===== src/rtl/ck_pkg.sv =====
package ck_pkg;
  localparam int BYTE_W = 8;
  localparam int WORD_W = 16;
  typedef logic [WORD_W-1:0] word_t;
  typedef logic [BYTE_W-1:0] byte_t;
endpackage


===== src/rtl/ck_fold.sv =====
module ck_fold
  import ck_pkg::*;
#(
  parameter int IN_W = 32
) (
  input  logic [IN_W-1:0] sum_in,
  output word_t           fold_out
);
  localparam int STAGES = (IN_W + WORD_W - 1) / WORD_W;

  logic [IN_W-1:0] st [STAGES+1];
  assign st[0] = sum_in;

  for (genvar k = 0; k < STAGES; k++) begin : g_fold
    assign st[k+1] = IN_W'(st[k][WORD_W-1:0]) + (st[k] >> WORD_W);
  end

  assign fold_out = st[STAGES][WORD_W-1:0];
endmodule


===== src/rtl/ck_word_pack.sv =====
module ck_word_pack
  import ck_pkg::*;
(
  input  logic  clk,
  input  logic  rst,
  input  logic  take,
  input  logic  first,
  input  logic  last,
  input  byte_t data,
  input  logic  zero,
  output logic  word_vld,
  output word_t word
);
  byte_t hi_q;
  logic  have_q;
  logic  have_eff;
  byte_t b;

  assign b        = zero ? '0 : data;
  assign have_eff = have_q & ~first;

  always_comb begin
    word_vld = 1'b0;
    word     = '0;
    if (take) begin
      if (have_eff) begin
        word_vld = 1'b1;
        word     = {hi_q, b};
      end else if (last) begin
        word_vld = 1'b1;
        word     = {b, {BYTE_W{1'b0}}};
      end
    end
  end

  always_ff @(posedge clk) begin
    if (rst) begin
      hi_q   <= '0;
      have_q <= 1'b0;
    end else if (take) begin
      if (!have_eff && !last) begin
        hi_q   <= b;
        have_q <= 1'b1;
      end else begin
        have_q <= 1'b0;
      end
    end
  end
endmodule


===== src/rtl/ck_accum.sv =====
module ck_accum
  import ck_pkg::*;
#(
  parameter int ACC_W = 32
) (
  input  logic             clk,
  input  logic             rst,
  input  logic             take,
  input  logic             first,
  input  logic             last,
  input  logic             word_vld,
  input  word_t            word,
  output logic [ACC_W-1:0] sum_next
);
  logic [ACC_W-1:0] acc_q;
  logic [ACC_W-1:0] base;

  assign base     = first ? '0 : acc_q;
  assign sum_next = word_vld ? base + ACC_W'(word) : base;

  always_ff @(posedge clk) begin
    if (rst)
      acc_q <= '0;
    else if (take)
      acc_q <= last ? '0 : sum_next;
  end
endmodule


===== src/rtl/ck_reply.sv =====
module ck_reply
  import ck_pkg::*;
#(
  parameter logic [15:0] DELTA = 16'h0800
) (
  input  word_t prior,
  output word_t reply
);
  localparam int SUM_W = WORD_W + 1;

  logic [SUM_W-1:0] raw;
  word_t            folded;

  assign raw = SUM_W'(~prior) + SUM_W'(~DELTA);

  ck_fold #(.IN_W(SUM_W)) u_fold (
    .sum_in   (raw),
    .fold_out (folded)
  );

  assign reply = ~folded;
endmodule


===== src/rtl/ck_engine.sv =====
module ck_engine
  import ck_pkg::*;
#(
  parameter int          ACC_W = 32,
  parameter logic [15:0] DELTA = 16'h0800
) (
  input  logic        clk,
  input  logic        rst,
  input  logic        in_valid,
  input  logic        in_first,
  input  logic        in_last,
  input  logic [7:0]  in_data,
  input  logic        in_zero,
  input  logic        upd_mode,
  input  logic [15:0] prior_csum,
  output logic [15:0] csum_out,
  output logic        csum_done
);
  logic             stream_go;
  logic             upd_go;
  logic             word_vld;
  word_t            word;
  logic [ACC_W-1:0] sum_next;
  word_t            folded;
  word_t            reply;

  assign stream_go = in_valid & ~upd_mode;
  assign upd_go    = in_valid & upd_mode;

  ck_word_pack u_pack (
    .clk      (clk),
    .rst      (rst),
    .take     (stream_go),
    .first    (in_first),
    .last     (in_last),
    .data     (in_data),
    .zero     (in_zero),
    .word_vld (word_vld),
    .word     (word)
  );

  ck_accum #(.ACC_W(ACC_W)) u_acc (
    .clk      (clk),
    .rst      (rst),
    .take     (stream_go),
    .first    (in_first),
    .last     (in_last),
    .word_vld (word_vld),
    .word     (word),
    .sum_next (sum_next)
  );

  ck_fold #(.IN_W(ACC_W)) u_fold (
    .sum_in   (sum_next),
    .fold_out (folded)
  );

  ck_reply #(.DELTA(DELTA)) u_reply (
    .prior (prior_csum),
    .reply (reply)
  );

  always_ff @(posedge clk) begin
    if (rst) begin
      csum_out  <= '0;
      csum_done <= 1'b0;
    end else begin
      csum_done <= upd_go | (stream_go & in_last);
      if (upd_go)
        csum_out <= reply;
      else if (stream_go && in_last)
        csum_out <= ~folded;
    end
  end
endmodule


===== config.mk =====
export PLATFORM = sky130hd
export DESIGN_NAME = ck_engine
export DESIGN_NICKNAME = d
export VERILOG_FILES = /design/src/rtl/ck_pkg.sv /design/src/rtl/ck_fold.sv /design/src/rtl/ck_word_pack.sv /design/src/rtl/ck_accum.sv /design/src/rtl/ck_reply.sv /design/src/rtl/ck_engine.sv
export SDC_FILE = /design/constraint.sdc
export NUM_CORES = 1
export LEC_CHECK = 0
export BUFFER_PORTS_ARGS = -buffer_cell sky130_fd_sc_hd__buf_2
export CAP_MARGIN = 20
export CORE_MARGIN = 1
export CORE_UTILIZATION = 67
export CTS_CLUSTER_DIAMETER = 60
export CTS_CLUSTER_SIZE = 8
export DETAILED_ROUTE_END_ITERATION = 16
export PLACE_DENSITY = 0.85
export SETUP_SLACK_MARGIN = 0.4
export SYNTH_ARGS = -nofsm -noshare
export SYNTH_HDL_FRONTEND = slang
export SYNTH_SLANG_ARGS = --single-unit

===== constraint.sdc =====
create_clock -name clk -period 24.6 [get_ports clk]
set_input_delay 4.92 -clock clk [delete_from_list [all_inputs] [get_ports clk]]
set_output_delay 4.92 -clock clk [all_outputs]
set_load 0.005 [all_outputs]

==> results <==
- The flow ran to the end, and the final reports show no timing, DRC or antenna violations.
- With fillers left out, the area of the finished cells amounts to 0.00649 mm².
- The post-route clock period utilization is 0.500.
- The worst stage delay on the critical path is approximately 0.66 ns.
- The sort of element at the end of the critical path is a flop.
- The clock arrives with 0.0134 ns of skew.
- The maximum number of pins on one net before global-route repair is 42.
- The share of synthesized area in the top cell type comes to 0.192.
- Synthesis produced a netlist whose cell count is 792.
- In this design, the critical path's most frequently occurring cell is a21o_1.
- The synthesized design contains 0 enable-type register cells.
- Setup repair after global routing left no endpoint under its margin.
- The upper clock frequency limit is 0.0813 GHz.
- Measured against its own limit, the worst slew margin works out to 0.317.
- The top-level port count is 48.
- At the end of routability-driven placement, the weighted congestion stood at about 0.96.
- The count of buffering cells on the critical path with inverters included is 1.
- The leftover overflow at the end of global routing is 0.
- The net count of the finished layout is 889.
- For this run, the leading register cell type out of synthesis is dfxtp_1.
- The number of hold buffers added after CTS is 0.
- The slowest stage of the critical path belongs to the cell nor3b_1.
- The number of pins with negative max-slew slack in the final report is 0.
- A synthesized cell averages between 7 and 8 µm².
- Ranked by total cell area, the synthesized netlist is headed by dfxtp_1, ha_1, xnor2_1, nor2_1, xor2_1.
- The die is 97.1 µm tall.
- For this run, design rule violations remaining after detail routing come to 0.
- The routed design could run at a clock period as short as 12.30 ns.
- In this run, post-CTS repair resized a total of 0 instances.
- The Yosys step of the flow raised 0 warnings.
- The port buffer count is 47.
- The maximum fanout encountered on the critical timing path is 40.
- The first routing iteration left 511 violations.
- The placed wire-length estimate is 12.6 mm.
- The count of cell types in the netlist is 93.
- By startpoint and endpoint, the worst setup path is classified as in -> reg.
- The number of antenna diodes in the final layout is 0.
- The core box area is 0.00872 mm².
- The critical path's top delay family is compound AO/OA/AOI/OAI gates.
- For this run, the detailed router's first-pass iteration total came to 6.
- Summing all placed instances gives a cell area of 0.00626 mm².
- The number of vias per cell after detailed routing is 6.74.
- The initialized floorplan defines 34 standard-cell rows.
- Of all cell types, the one taking the most synthesized area is dfxtp_1.
- The leakage power of the design is 2.59 nW.
- After filler insertion, the fill cell instance count of the layout stands at ~680.
- The maximum clock path buffer count is 2.
- Counting every net in the synthesized netlist gives 864.
- Once detail routing completed, the nets flagged for antenna violations numbered 0.
- For the final routed database, the setup TNS stands at 0 ns.
- The die span in x is 97.1 µm.
- The clock network latency to the later pin of the worst-skew pair is 0.35 ns.
- For this design the ratio of total power to cell area is between 30 and 40 mW/mm².
- The register bit count reported by yosys is 58.
- The routed length per placed instance is 18.1 µm.
- The arrival time of the worst setup path is roughly 13 ns.
- The worst setup path is launched from a primary input.
- The die covers ~0.0094 mm².
- The clock drives 58 sinks.
- Relative to the synthesized area, the layout overhead comes to 7.13%.
- The tightest min-delay check is of the reg -> reg type.
- The global-route wire length before repair is 27.5 mm.
- IR analysis of the VDD net gives a maximum drop of 0.0355 mV.
- The number of post-CTS setup repair buffers is 0.
- The number of global-route vias before repair came to 5844.
- The initial antenna violation count is 0.
- The effective utilization at floorplan is 0.694.
- The synthesized area is 0.00605 mm².
- Across every metal layer, demand over resource in global routing totals 0.353.
- The CTS buffer count is 9.
- The cell at the root of the clock tree is clkbuf_8.
- The final hold violation count is 0.
- The total via count in the routed design is 6260.
- Data on the critical path is required at its endpoint by 24.83 ns.
- The fraction of final layout cells with drive strength greater than 1 is 0.124.
- Clock-pin slew was measured on the worst setup and hold paths at 0.08 ns.
- The number of failing setup endpoints in the final timing report is 0.
- The H-tree depth reported by CTS is 3.
- After detailed routing, the total wire length is 16.8 mm.
- The share of async-settable or async-resettable flops after synthesis is 0.
- TritonCTS built the clock tree.
- The worst-margin pin slew is 1.01 ns.
- The number of max-cap violations is 0.
- For this run, the register share of the synthesized area comes to 0.192.
## stage by stage
stage               std cells  total power, mW  hold slack (ns)  setup slack (ns)  utilization
detailed placement        914            0.138            0.455             12.26        0.718
global route              929            0.249            0.482             11.79        0.744
floorplan                 792            0.126            0.428             13.42            -
finish                    929            0.242            0.476             12.30        0.744
global placement          913            0.136            0.445             12.55        0.717
CTS                       929            0.240            0.475             12.50        0.744
## cells in the final DEF (no fill, tap or decap), types with 17 or more instances in the layout
master,Yosys,layout
nor2b_1,25,25
nand3_1,24,24
a22oi_1,18,18
o21ai_0,35,35
nor3_1,21,21
nor2_1,80,80
xor2_1,30,30
nand2_1,60,60
xnor2_1,51,51
a21oi_1,52,52
inv_1,17,17
dfxtp_1,58,58
nand4_1,18,18
ha_1,39,39
buf_2,6,47
## cell type report
class,instances,area [µm²],area share
Inverter,17,63.8,0.00984
Timing Repair Buffer,52,273,0.0421
Multi-Input combinational cell,679,4630,0.713
Clock buffer,11,151,0.0233
Sequential cell,58,1160,0.179
Tap cell,108,135,0.0208
Clock inverter,4,75.1,0.0116
## state kept, by name, summed over array words and instances, names as in the netlist
register and flops:
csum_done 1, csum_out 16, u_pack.hi_q 8, u_pack.have_q 1, u_acc.acc_q 32
## logic make-up (layout without fill, tap and decap cells)
logic type      after synthesis  in the layout  share of synthesized area
compound gates              228            228                      0.261
buf+inv                      55             84                     0.0440
flops                        58             58                      0.192
xor+xnor                     81             81                      0.117
simple gates                322            322                      0.286
mux                           5              5                    0.00889
fa+ha+maj                    43             43                     0.0905
## metal layers
layer	global-route usage	share of wire	vias to the layer above
met3	0.0799	0.091	52
met4	0.168	0.035	0
met1	0.452	0.42	2914
met2	0.562	0.46	312
li1	-	-	2982
met5	0	0	-
## synthesized netlist by cell type, drive strengths merged (10+ instances only)
cell type  count
nor2          81
nand2         60
dfxtp         58
a21oi         53
xnor2         51
ha            39
o21ai         37
xor2          30
clkbuf        28
nor2b         25
nand3         24
nor3          22
and2          19
nand4         19
a22oi         18
a21o          17
inv           17
nand2b        15
nor3b         13
a211oi        10
a22o          10
buf           10
## worst register-to-register path, delay by kind of cell (launching register included)
family,cells,cell delay (ns)
xor gates and xnor gates,2,0.41
adders and majority gates,4,1.17
and+or+nand+nor,7,1.43
DFF,1,0.40
AOI/OAI and AO/OA,15,3.97
## final timing paths
check | depth (start not counted) | from | to | slack (ns)
worst max-delay path | 29 | in_first | csum_out[6] | 12.30
worst max register to register | 28 | u_pack.have_q | csum_out[6] | 17.12
worst min register to register | 2 | u_acc.acc_q[30] | u_acc.acc_q[30] | 0.48
worst min-delay path | 2 | u_acc.acc_q[30] | u_acc.acc_q[30] | 0.48
## power breakdown
group	total (mW)	internal [mW]	leakage, nW	switching (mW)
Sequential	0.0979	0.0965	0.471	0.00140
Combinational	0.0388	0.0141	2.02	0.0246
Clock	0.105	0.0620	0.108	0.0431
Total	0.242	0.173	2.59	0.0691
Note: power is estimated with default switching activity, not from simulation.
